--- src/rtl/flc_pkg.sv ---
package flc_pkg;
  typedef enum logic [1:0] {
    ACC_INS = 2'd0,
    ACC_DAT = 2'd1,
    ACC_PF  = 2'd2
  } acc_kind_e;
endpackage

--- src/rtl/flc_array_seq.sv ---
module flc_array_seq
  import flc_pkg::*;
#(
  parameter int LA_W = 28,
  parameter int WS_W = 4
) (
  input  logic            clk_i,
  input  logic            rst_ni,
  input  logic [WS_W-1:0] wait_st_i,
  input  logic            start_i,
  input  logic [LA_W-1:0] start_line_i,
  input  acc_kind_e       start_kind_i,
  input  logic            start_cen_i,
  output logic            act_o,
  output logic            busy_o,
  output logic [LA_W-1:0] act_line_o,
  output acc_kind_e       act_kind_o,
  output logic            act_cen_o,
  output logic            done_o
);
  logic            busy_q;
  logic [WS_W-1:0] cnt_q;
  logic [LA_W-1:0] line_q;
  acc_kind_e       kind_q;
  logic            cen_q;
  logic [WS_W-1:0] elapsed;

  assign act_o      = busy_q | start_i;
  assign busy_o     = busy_q;
  assign elapsed    = busy_q ? cnt_q : '0;
  assign done_o     = act_o && (elapsed == wait_st_i);
  assign act_line_o = busy_q ? line_q : start_line_i;
  assign act_kind_o = busy_q ? kind_q : start_kind_i;
  assign act_cen_o  = busy_q ? cen_q  : start_cen_i;

  always_ff @(posedge clk_i or negedge rst_ni) begin
    if (!rst_ni) begin
      busy_q <= 1'b0;
      cnt_q  <= '0;
      line_q <= '0;
      kind_q <= ACC_INS;
      cen_q  <= 1'b0;
    end else if (busy_q) begin
      if (done_o) busy_q <= 1'b0;
      else        cnt_q  <= cnt_q + 1'b1;
    end else if (start_i && !done_o) begin
      busy_q <= 1'b1;
      cnt_q  <= {{(WS_W-1){1'b0}}, 1'b1};
      line_q <= start_line_i;
      kind_q <= start_kind_i;
      cen_q  <= start_cen_i;
    end
  end

  AST_LINE_HELD: assert property (@(posedge clk_i) disable iff (!rst_ni)
    act_o && !done_o |=> act_o && $stable(act_line_o));
endmodule

--- src/rtl/flc_prog_cache.sv ---
module flc_prog_cache #(
  parameter int LA_W   = 28,
  parameter int LINE_W = 128,
  parameter int NLINES = 8
) (
  input  logic              clk_i,
  input  logic              rst_ni,
  input  logic              flush_i,
  input  logic [LA_W-1:0]   rd_line_i,
  output logic              rd_hit_o,
  output logic [LINE_W-1:0] rd_data_o,
  input  logic [LA_W-1:0]   pr_line_i,
  output logic              pr_hit_o,
  input  logic              wr_en_i,
  input  logic [LA_W-1:0]   wr_line_i,
  input  logic [LINE_W-1:0] wr_data_i
);
  localparam int IDX_W = $clog2(NLINES);
  localparam int TAG_W = LA_W - IDX_W;

  logic [NLINES-1:0] valid_q;
  logic [TAG_W-1:0]  tag_q  [NLINES];
  logic [LINE_W-1:0] data_q [NLINES];

  logic [IDX_W-1:0] rd_idx, pr_idx, wr_idx;
  assign rd_idx = rd_line_i[IDX_W-1:0];
  assign pr_idx = pr_line_i[IDX_W-1:0];
  assign wr_idx = wr_line_i[IDX_W-1:0];

  assign rd_hit_o  = valid_q[rd_idx] && (tag_q[rd_idx] == rd_line_i[LA_W-1:IDX_W]);
  assign pr_hit_o  = valid_q[pr_idx] && (tag_q[pr_idx] == pr_line_i[LA_W-1:IDX_W]);
  assign rd_data_o = data_q[rd_idx];

  always_ff @(posedge clk_i or negedge rst_ni) begin
    if (!rst_ni) begin
      valid_q <= '0;
      for (int i = 0; i < NLINES; i++) tag_q[i] <= '0;
    end else if (flush_i) begin
      valid_q <= '0;
    end else if (wr_en_i) begin
      valid_q[wr_idx] <= 1'b1;
      tag_q[wr_idx]   <= wr_line_i[LA_W-1:IDX_W];
    end
  end

  always_ff @(posedge clk_i) begin
    if (wr_en_i) data_q[wr_idx] <= wr_data_i;
  end

  AST_FLUSH_EMPTIES: assert property (@(posedge clk_i) disable iff (!rst_ni)
    flush_i |=> (valid_q == '0));
endmodule

--- src/rtl/flc_data_buf.sv ---
module flc_data_buf #(
  parameter int LA_W   = 28,
  parameter int LINE_W = 128
) (
  input  logic              clk_i,
  input  logic              rst_ni,
  input  logic              flush_i,
  input  logic [LA_W-1:0]   rd_line_i,
  output logic              hit_o,
  output logic [LINE_W-1:0] data_o,
  input  logic              wr_en_i,
  input  logic [LA_W-1:0]   wr_line_i,
  input  logic [LINE_W-1:0] wr_data_i
);
  logic              valid_q;
  logic [LA_W-1:0]   tag_q;
  logic [LINE_W-1:0] data_q;

  assign hit_o  = valid_q && (tag_q == rd_line_i);
  assign data_o = data_q;

  always_ff @(posedge clk_i or negedge rst_ni) begin
    if (!rst_ni) begin
      valid_q <= 1'b0;
      tag_q   <= '0;
    end else if (flush_i) begin
      valid_q <= 1'b0;
    end else if (wr_en_i) begin
      valid_q <= 1'b1;
      tag_q   <= wr_line_i;
    end
  end

  always_ff @(posedge clk_i) begin
    if (wr_en_i) data_q <= wr_data_i;
  end

  AST_DBUF_REFILL: assert property (@(posedge clk_i) disable iff (!rst_ni)
    wr_en_i && !flush_i |=> valid_q && (tag_q == $past(wr_line_i)));
endmodule

--- src/rtl/flash_fetch_unit.sv ---
module flash_fetch_unit
  import flc_pkg::*;
#(
  parameter int ADDR_W = 32,
  parameter int WORD_W = 32,
  parameter int LINE_W = 128,
  parameter int NLINES = 8,
  parameter int WS_W   = 4
) (
  input  logic                                 clk_i,
  input  logic                                 rst_ni,
  input  logic                                 cache_en_i,
  input  logic [WS_W-1:0]                      wait_st_i,
  input  logic                                 if_req_i,
  input  logic [ADDR_W-1:0]                    if_addr_i,
  output logic [WORD_W-1:0]                    if_rdata_o,
  output logic                                 if_rdy_o,
  input  logic                                 dr_req_i,
  input  logic [ADDR_W-1:0]                    dr_addr_i,
  output logic [WORD_W-1:0]                    dr_rdata_o,
  output logic                                 dr_rdy_o,
  output logic                                 fl_rd_o,
  output logic [ADDR_W-$clog2(LINE_W/8)-1:0]   fl_line_o,
  input  logic [LINE_W-1:0]                    fl_rdata_i
);
  localparam int OFF_W  = $clog2(LINE_W / 8);
  localparam int WSEL_W = $clog2(LINE_W / WORD_W);
  localparam int BYTE_W = OFF_W - WSEL_W;
  localparam int LA_W   = ADDR_W - OFF_W;

  logic cen_q, flush;
  assign flush = cache_en_i ^ cen_q;

  logic [LA_W-1:0]   if_line, dr_line;
  logic [WSEL_W-1:0] if_wsel, dr_wsel;
  assign if_line = if_addr_i[ADDR_W-1:OFF_W];
  assign dr_line = dr_addr_i[ADDR_W-1:OFF_W];
  assign if_wsel = if_addr_i[OFF_W-1 -: WSEL_W];
  assign dr_wsel = dr_addr_i[OFF_W-1 -: WSEL_W];

  logic unused_byte_bits;
  assign unused_byte_bits = ^{if_addr_i[BYTE_W-1:0], dr_addr_i[BYTE_W-1:0]};

  logic              pf_pend_q;
  logic [LA_W-1:0]   pf_line_q;
  logic              pc_hit, pc_pr_hit, db_hit, pc_wr, db_wr;
  logic [LINE_W-1:0] pc_data, db_data;

  logic              act, busy, done, act_cen;
  logic [LA_W-1:0]   act_line, sel_line;
  acc_kind_e         act_kind, sel_kind;

  logic i_hit, d_hit, i_need, d_need, pf_need, start, fill_ok, i_from_fl, d_from_fl;

  assign i_hit   = cache_en_i && pc_hit;
  assign d_hit   = cache_en_i && db_hit;
  assign i_need  = if_req_i && !i_hit;
  assign d_need  = dr_req_i && !d_hit;
  assign pf_need = cache_en_i && pf_pend_q && !pc_pr_hit;
  assign start   = !busy && (i_need || d_need || pf_need);

  // fixed priority: instruction demand, data demand, prefetch
  always_comb begin
    sel_kind = ACC_PF;
    sel_line = pf_line_q;
    if (i_need) begin
      sel_kind = ACC_INS;
      sel_line = if_line;
    end else if (d_need) begin
      sel_kind = ACC_DAT;
      sel_line = dr_line;
    end
  end

  flc_array_seq #(.LA_W(LA_W), .WS_W(WS_W)) u_seq (
    .clk_i        (clk_i),
    .rst_ni       (rst_ni),
    .wait_st_i    (wait_st_i),
    .start_i      (start),
    .start_line_i (sel_line),
    .start_kind_i (sel_kind),
    .start_cen_i  (cache_en_i),
    .act_o        (act),
    .busy_o       (busy),
    .act_line_o   (act_line),
    .act_kind_o   (act_kind),
    .act_cen_o    (act_cen),
    .done_o       (done)
  );

  // no fill from an access issued before a mode change
  assign fill_ok   = done && act_cen && cache_en_i && !flush;
  assign pc_wr     = fill_ok && (act_kind != ACC_DAT);
  assign db_wr     = fill_ok && (act_kind == ACC_DAT);
  assign i_from_fl = done && (act_kind == ACC_INS);
  assign d_from_fl = done && (act_kind == ACC_DAT);

  flc_prog_cache #(.LA_W(LA_W), .LINE_W(LINE_W), .NLINES(NLINES)) u_pcache (
    .clk_i     (clk_i),
    .rst_ni    (rst_ni),
    .flush_i   (flush),
    .rd_line_i (if_line),
    .rd_hit_o  (pc_hit),
    .rd_data_o (pc_data),
    .pr_line_i (pf_line_q),
    .pr_hit_o  (pc_pr_hit),
    .wr_en_i   (pc_wr),
    .wr_line_i (act_line),
    .wr_data_i (fl_rdata_i)
  );

  flc_data_buf #(.LA_W(LA_W), .LINE_W(LINE_W)) u_dbuf (
    .clk_i     (clk_i),
    .rst_ni    (rst_ni),
    .flush_i   (flush),
    .rd_line_i (dr_line),
    .hit_o     (db_hit),
    .data_o    (db_data),
    .wr_en_i   (db_wr),
    .wr_line_i (act_line),
    .wr_data_i (fl_rdata_i)
  );

  logic [LINE_W-1:0] if_src, dr_src;
  assign if_src     = i_from_fl ? fl_rdata_i : pc_data;
  assign dr_src     = d_from_fl ? fl_rdata_i : db_data;
  assign if_rdata_o = if_src[if_wsel*WORD_W +: WORD_W];
  assign dr_rdata_o = dr_src[dr_wsel*WORD_W +: WORD_W];
  assign if_rdy_o   = if_req_i && (i_hit || i_from_fl);
  assign dr_rdy_o   = dr_req_i && (d_hit || d_from_fl);
  assign fl_rd_o    = act;
  assign fl_line_o  = act_line;

  always_ff @(posedge clk_i or negedge rst_ni) begin
    if (!rst_ni) begin
      cen_q     <= 1'b0;
      pf_pend_q <= 1'b0;
      pf_line_q <= '0;
    end else begin
      cen_q <= cache_en_i;
      if (flush || !cache_en_i) begin
        pf_pend_q <= 1'b0;
      end else if (if_rdy_o) begin
        pf_pend_q <= 1'b1;
        pf_line_q <= if_line + 1'b1;
      end else if ((start && sel_kind == ACC_PF) || (pf_pend_q && pc_pr_hit)) begin
        pf_pend_q <= 1'b0;
      end
    end
  end

  AST_ZERO_WS_SAME_CYCLE: assert property (@(posedge clk_i) disable iff (!rst_ni)
    !cache_en_i && (wait_st_i == '0) && if_req_i && !busy |-> if_rdy_o);
  AST_BYP_SINGLE_RDY: assert property (@(posedge clk_i) disable iff (!rst_ni)
    !cache_en_i |-> !(if_rdy_o && dr_rdy_o));
  AST_BYP_NEEDS_ACCESS: assert property (@(posedge clk_i) disable iff (!rst_ni)
    !cache_en_i && (if_rdy_o || dr_rdy_o) |-> fl_rd_o);
endmodule

--- config.mk ---
export PLATFORM = sky130hd
export DESIGN_NAME = flash_fetch_unit
export DESIGN_NICKNAME = d
export VERILOG_FILES = /design/src/rtl/flc_pkg.sv /design/src/rtl/flc_array_seq.sv /design/src/rtl/flc_prog_cache.sv /design/src/rtl/flc_data_buf.sv /design/src/rtl/flash_fetch_unit.sv
export SDC_FILE = /design/constraint.sdc
export NUM_CORES = 2
export LEC_CHECK = 0
export BUFFER_PORTS_ARGS = -buffer_cell sky130_fd_sc_hd__buf_4
export CORE_ASPECT_RATIO = 0.5
export CORE_MARGIN = 1.5
export CORE_UTILIZATION = 45
export CTS_CLUSTER_DIAMETER = 200
export DETAILED_ROUTE_END_ITERATION = 8
export PLACE_DENSITY = 0.62
export SLEW_MARGIN = 5
export SYNTH_ARGS = -nofsm -noshare
export SYNTH_HDL_FRONTEND = slang
export SYNTH_SLANG_ARGS = --single-unit
--- constraint.sdc ---
create_clock -name clk_i -period 17 [get_ports clk_i]
set_input_delay 3.4 -clock clk_i [delete_from_list [all_inputs] [get_ports clk_i]]
set_output_delay 3.4 -clock clk_i [all_outputs]
set_load 0.02 [all_outputs]
-- After elaboration in Yosys (flattened, before gate mapping)
Memories as Yosys holds them, arrays and structs flattened.
Index checks and enable logic that the tools add are counted.
- register bits: 431
- memory bits (writable): 1024
- input port bits: 201
- output and inout bits: 95
- word-level logic and storage cells: 138
- memories kept: 1
- add/subtract/negate cells: 2
- order comparisons: 8
- equality and inequality tests: 8
- shift-type cells: 2
- multiplexer cells: 40
- bitwise logic cells: 9
- reductions and logical operators: 48
- memories (memory ; words ; width ; read ports ; clocked after memory_dff ; wr ports ; line ; RTL):
    u_pcache.data_q ; 8 ; 128 ; 1 ; 0 ; 1 ; flc_prog_cache.sv:23 ; logic [LINE_W-1:0] data_q [NLINES];
- operators with widths (cell ; count):
    $mux W128 ; 2
    $shiftx A128 B8 Y32 ; 2
    $bwmux W200 ; 1
    $bmux W25 S3 ; 2
    $mux W25 ; 5
    $mux W28 ; 3
    $demux W25 S3 ; 1
    $eq A25 B25 Y1 ; 2
    $add A28 B1 Y28 const B ; 1
    $eq A28 B28 Y1 ; 1
    $logic_and A1 B1 Y1 ; 25
    $mux W4 ; 4
    $mux W8 ; 2
    $mux W1 ; 14
    $ge A4 B4 Y1 const B ; 3
    $lt A3 B4 Y1 const B ; 3
    $not A3 Y4 ; 3
    $reduce_and A2 Y1 ; 5
    $or A8 B8 Y8 ; 1
    $logic_not A1 Y1 ; 7
    $bmux W1 S3 ; 2
    $logic_or A1 B1 Y1 ; 6
    $mux W2 ; 3
    $reduce_bool A2 Y1 ; 3
    14 further kinds ; 16

-- Depth between registers and ports, before layout
- depth in word-level cells: 20
- gate-level depth with buffers: 17
- depth with buffers taken out: 10

-- Modules after synthesis
Synthesis repeated with hierarchy kept, for this count alone.
- cell total of the unflattened synthesis: 3162
- area, all modules: 63051.7 µm²
- modules (own cells, without submodules) (module ; times used ; cells an instance ; area an instance (µm²) ; seq. area each (µm²)):
    flc_prog_cache ; 1 ; 2266 ; 49769.0 ; 35954.5
    flash_fetch_unit ; 1 ; 523 ; 6089.6 ; 750.7
    flc_data_buf ; 1 ; 229 ; 5243.8 ; 4569.4
    flc_array_seq ; 1 ; 144 ; 1949.4 ; 900.9

-- Least setup slack after synthesis
No wires, ideal clock.
- path type: input port to flip-flop
- from: input if_addr_i[6]
- to: memory u_pcache.data_q[6][0] (enable)
- setup time: 0.772 ns
- arrival time: 14.642 ns
- required time: 16.228 ns
- path slack: 1.586 ns
- stages on the path: 13
- path buffers: 4
- cell sequence: clkbuf_1 buf_4 buf_2 mux4_2 mux2i_1 xor2_1 o2111ai_1 nor4_4 a41oi_2 buf_6 o32ai_2 a21oi_2 nor3_1
- cells in the longest elaborated chain, start to end: 20
- elaborated cells on any way between the ends: 27
- classes of those cells: 2 x eq/ne; 11 x mux; 2 x bitwise; 12 x reduce/logical
- ends and longest elaborated chain (element ; line ; RTL):
    from (decl) ; flash_fetch_unit.sv:15 ; input logic [ADDR_W-1:0] if_addr_i,
    $not A3 Y4 (implied by the code) ; flc_prog_cache.sv:30 ; assign rd_hit_o = valid_q[rd_idx] && (tag_q[rd_idx] == rd_line_i[LA_W-1:IDX_W]);
    $bmux W25 S3 ; flc_prog_cache.sv:30 ;
    $mux W25 (implied by the code) (2 in a row) ; flc_prog_cache.sv:30 ;
    $eq A25 B25 Y1 ; flc_prog_cache.sv:30 ;
    $logic_and A1 B1 Y1 ; flc_prog_cache.sv:30 ;
    $logic_and A1 B1 Y1 ; flash_fetch_unit.sv:55 ; assign i_hit = cache_en_i && pc_hit;
    $logic_not A1 Y1 ; flash_fetch_unit.sv:57 ; assign i_need = if_req_i && !i_hit;
    $logic_and A1 B1 Y1 ; flash_fetch_unit.sv:57 ;
    $logic_or A1 B1 Y1 (2 in a row) ; flash_fetch_unit.sv:60 ; assign start = !busy && (i_need || d_need || pf_need);
    $logic_and A1 B1 Y1 ; flash_fetch_unit.sv:60 ;
    $or A1 B1 Y1 ; flc_array_seq.sv:28 ; assign act_o = busy_q | start_i;
    $logic_and A1 B1 Y1 ; flc_array_seq.sv:31 ; assign done_o = act_o && (elapsed == wait_st_i);
    $logic_and A1 B1 Y1 (3 in a row) ; flash_fetch_unit.sv:92 ; assign fill_ok = done && act_cen && cache_en_i && !flush;
    $logic_and A1 B1 Y1 ; flash_fetch_unit.sv:93 ; assign pc_wr = fill_ok && (act_kind != ACC_DAT);
    $mux W1 ; flc_prog_cache.sv:47 ; if (wr_en_i) data_q[wr_idx] <= wr_data_i;
    $mux W1 (implied by the code) ; flc_prog_cache.sv:47 ;
    to (decl) ; flc_prog_cache.sv:23 ;
Parallel ways exist; a longest one is shown, timed or not. The select of a mux whose other input is x is not followed.

-- Worst setup path after layout
- from: input if_addr_i[4]
- to: output if_rdata_o[5]
- cells in the longest elaborated chain, start to end: 17
- elaborated cells on any way between the ends: 23
- classes of those cells: 1 x eq/ne; 1 x shift; 8 x mux; 2 x bitwise; 10 x reduce/logical; 1 x memory
- ends and longest elaborated chain (element ; line ; RTL):
    $not A3 Y4 (implied by the code) ; flc_prog_cache.sv:30 ;
    $bmux W25 S3 ; flc_prog_cache.sv:30 ;
    $mux W25 (implied by the code) (2 in a row) ; flc_prog_cache.sv:30 ;
    $eq A25 B25 Y1 ; flc_prog_cache.sv:30 ;
    $logic_and A1 B1 Y1 ; flc_prog_cache.sv:30 ;
    $logic_and A1 B1 Y1 ; flash_fetch_unit.sv:55 ;
    $logic_not A1 Y1 ; flash_fetch_unit.sv:57 ;
    $logic_and A1 B1 Y1 ; flash_fetch_unit.sv:57 ;
    $logic_or A1 B1 Y1 (2 in a row) ; flash_fetch_unit.sv:60 ;
    $logic_and A1 B1 Y1 ; flash_fetch_unit.sv:60 ;
    $or A1 B1 Y1 ; flc_array_seq.sv:28 ;
    $logic_and A1 B1 Y1 ; flc_array_seq.sv:31 ;
    $logic_and A1 B1 Y1 ; flash_fetch_unit.sv:95 ; assign i_from_fl = done && (act_kind == ACC_INS);
    $mux W128 * ; flash_fetch_unit.sv:125 ; assign if_src = i_from_fl ? fl_rdata_i : pc_data;
    $shiftx A128 B8 Y32 * ; flash_fetch_unit.sv:127 ; assign if_rdata_o = if_src[if_wsel*WORD_W +: WORD_W];
    to (decl) ; flash_fetch_unit.sv:16 ; output logic [WORD_W-1:0] if_rdata_o,
Mark *: on every way between the ends. The rest lies on a longest branch, timed or not. The select of a mux whose other input is x is not followed.

==> results_dict.tcl <==
set metrics [dict create \
    fmax_ghz 0.0800 \
    synth_edf_count 1152 \
    routed_via_density 6.11 \
    drive_above_1_share_pct 29.9 \
    worstReg2RegStart "pf_line_q[2]" \
    rows 96 \
    status "finished with violations" \
    gr-usage-all-layers_pct 23.4 \
    clk_latency_ps 780 \
    fp.dieW_um 533 \
    num_io_pins 296 \
    cts_hold_buf 0 \
    vdd_drop_max_mv 0.0821 \
    clk_pin_slew_ps 60 \
    area_delta_synth_final_pct 13.6 \
    fin_util_pct 51.9 \
    switching_share_pct 27.2 \
    rsz0062_at_grt "false" \
    die-area_um2 143000 \
    syn_avg_cell_area_um2 17.9 \
    synth_cell_types 69 \
    cts-resized-gates 0 \
    r2r_end "u_pcache.data_q[5][94]" \
    nNetsFinal 3966 \
    cp-start-kind "input port" \
    dp_hpwl_mm 93.4 \
    finalCritPeriodShare_pct 73.6 \
    skew_ps 39.6 \
    yosys_warnings 0 \
    syn_area_um2 63200 \
    r2r_cells 13 \
    hp-class "reg -> reg" \
    die_y_um 268 \
    cp-end-kind "output pin" \
    finalSetupViolCount 0 \
    yosys-top-cells-count "edfxtp_1 (1152), mux4_2 (366), dfrtp_1 (303), mux2i_1 (300), o22a_1 (233)" \
    p_switching_uw 2390 \
    grt_overflow 0 \
    cts.sinks 1455 \
    min_period_ps 12500 \
    sequentialPowerShare_pct 47.2 \
    placed_cell_area_um2 67200 \
    fin_ws_ps 4500 \
    clock-root-buffer "clkbuf_16" \
    combPwrFrac_pct 16.7 \
    fill_cells 11100 \
    crit_path_start "if_addr_i[4]" \
    gp_congestion 0.852 \
    violations "DRC" \
    yosys-top-cells-area "edfxtp_1 (55%), mux4_2 (13%), dfrtp_1 (12%), mux2i_1 (4.8%), o22a_1 (3.2%)" \
    core_area_um2 138000 \
    synth_seq_cells 1455 \
    synth_largest_area_cell "edfxtp_1" \
    drc 18 \
    critPathArrivalTime_ps 9100 \
    crit_fanout 58 \
    power_density_nw_per_um2 122 \
    fin_cells 5734 \
    syn_inst 3534 \
    totalWireLength_mm 167 \
    clockPowerShare_pct 36.1 \
    cts_made_buffers 134 \
    start_util_pct 45.7 \
    crit_end "if_rdata_o[5]" \
    p_int_uw 6390 \
    ys.flop_type "edfxtp_1" \
    synthArstFlopShare_pct 20.8 \
    grt_pass1_vias 36000 \
    synth.most_common_cell "edfxtp_1" \
    vias 35000 \
    htree_levels 4 \
    drv_slew 0 \
    setup_tns_ps 0 \
    synth-seq-area-share_pct 66.7 \
    crit_type "in -> out" \
    grt_max_degree 147 \
    ant_nets 0 \
    wl_per_cell_um 29.1 \
    p_leak_uw 0.0259 \
    io_buffer_count 291 \
    dr.pass1.iters 9 \
    drtIter0Drc 3227 \
    hold_violations 0 \
    cts_tree "done" \
    cts_setup_buffers 0 \
    finish.instance_area_um2 71800 \
    synth_top_cell_area_share_pct 54.7 \
    slew_headroom_pct 13.2 \
    maxCapViolCount 0 \
    antenna_found_initial 9 \
    grt_pass1_wl_mm 246 \
    placed_cells 5488 \
    r2r_slack_ps 9670 \
    synth_fp_nets 3738 \
    tightest_slew_ps 1300 \
    pre_cts_ws_ps 4440 \
    clock_path_buffers 3 \
    required_ps 13600 \
]
cell usage in the layout (no fill, tap or decap), types with 13 or more instances in the layout:
master / count
mux2i_1: 300
or2_1: 24
clkbuf_16: 137
nor2_1: 24
inv_1: 38
nand3_1: 18
edfxtp_1: 1152
mux2_2: 179
clkinv_1: 24
dfrtp_1: 299
o221ai_1: 33
xor2_1: 71
nand2_1: 159
a22o_1: 16
clkbuf_1: 14
mux4_2: 366
a22oi_1: 16
a221oi_1: 13
xnor2_1: 17
o22a_1: 233
bufinv_16: 17
o21ai_0: 105
o21ai_1: 25
clkinv_2: 23
and3_1: 18
buf_4: 347
layout make-up:
| type | count | area [um^2] | area share, % |
|---|---|---|---|
| Antenna cell | 5 | 12.5 | 0.0174 |
| Clock buffer | 159 | 3590 | 5.00 |
| Clock inverter | 82 | 985 | 1.37 |
| Inverter | 40 | 150 | 0.209 |
| Multi-Input combinational cell | 1774 | 19700 | 27.5 |
| Sequential cell | 1455 | 42200 | 58.8 |
| Tap cell | 1862 | 2330 | 3.25 |
| Timing Repair Buffer | 357 | 2790 | 3.88 |
worst max-delay path, cell delays in order:
cell and delay [ps]:
buf_8 510, buf_4 790, mux4_2 600, mux2i_1 410
xor2_1 230, o2111ai_1 220, nor4_4 430, nand4_1 280
a21oi_4 450, buf_4 640, mux2i_1 290, o22a_1 150
o221ai_1 260, buf_4 290
metal layers:
layer,up-vias,GRT usage [%],part of all wire [%]
li1,14800,-,-
met1,18900,32.3,43
met2,1109,38.7,49
met3,247,3.44,5.3
met4,6,7.41,2.7
met5,-,0,0.031
per-stage QoR:
stage,total power [uW],hold WS [ps]
global placement,5650,481
floorplan,5080,450
CTS,8840,499
finish,8780,496
detailed placement,5670,486
global route,9090,530
worst min-delay path by stage:
stage	from	end	cells past startpoint
global placement	u_pcache.valid_q[6]	u_pcache.valid_q[6]	1
CTS	u_pcache.valid_q[6]	u_pcache.valid_q[6]	1
finish	u_pcache.valid_q[6]	u_pcache.valid_q[6]	1
detailed placement	u_pcache.valid_q[6]	u_pcache.valid_q[6]	1
floorplan	u_dbuf.valid_q	u_dbuf.valid_q	1
global route	u_pcache.valid_q[6]	u_pcache.valid_q[6]	1
cell families (layout without fill, tap and decap cells):
family | Yosys count | in the layout | share of synthesized area, %
compound gates | 505 | 505 | 6.06
other cells | 0 | 5 | 0
simple gates | 331 | 331 | 2.69
fa+ha+maj | 3 | 3 | 0.0594
xor+xnor | 88 | 88 | 1.22
buf+inv | 305 | 638 | 2.21
flops | 1455 | 1455 | 66.7
mux | 847 | 847 | 21.0
sequential cells by signal (all words and copies together) (netlist names), 2 cells and up:
signal / cells
u_pcache.valid_q: 8
pf_line_q: 28
u_dbuf.tag_q: 28
u_seq.cnt_q: 4
u_seq.kind_q: 2
u_seq.line_q: 28
u_dbuf.data_o: 128
u_pcache.data_q: 1024
u_pcache.tag_q: 200
power by group through the flow:
stage | clock (uW) | sequential, uW | combinational [uW]
2_1_floorplan | 0 | 4160 | 925
3_3_place_gp | 0 | 4200 | 1450
3_5_place_dp | 0 | 4210 | 1460
4_1_cts | 3230 | 4140 | 1470
5_1_grt | 3370 | 4160 | 1560
6_report | 3170 | 4140 | 1470
Power figures use the tool's default switching activity.
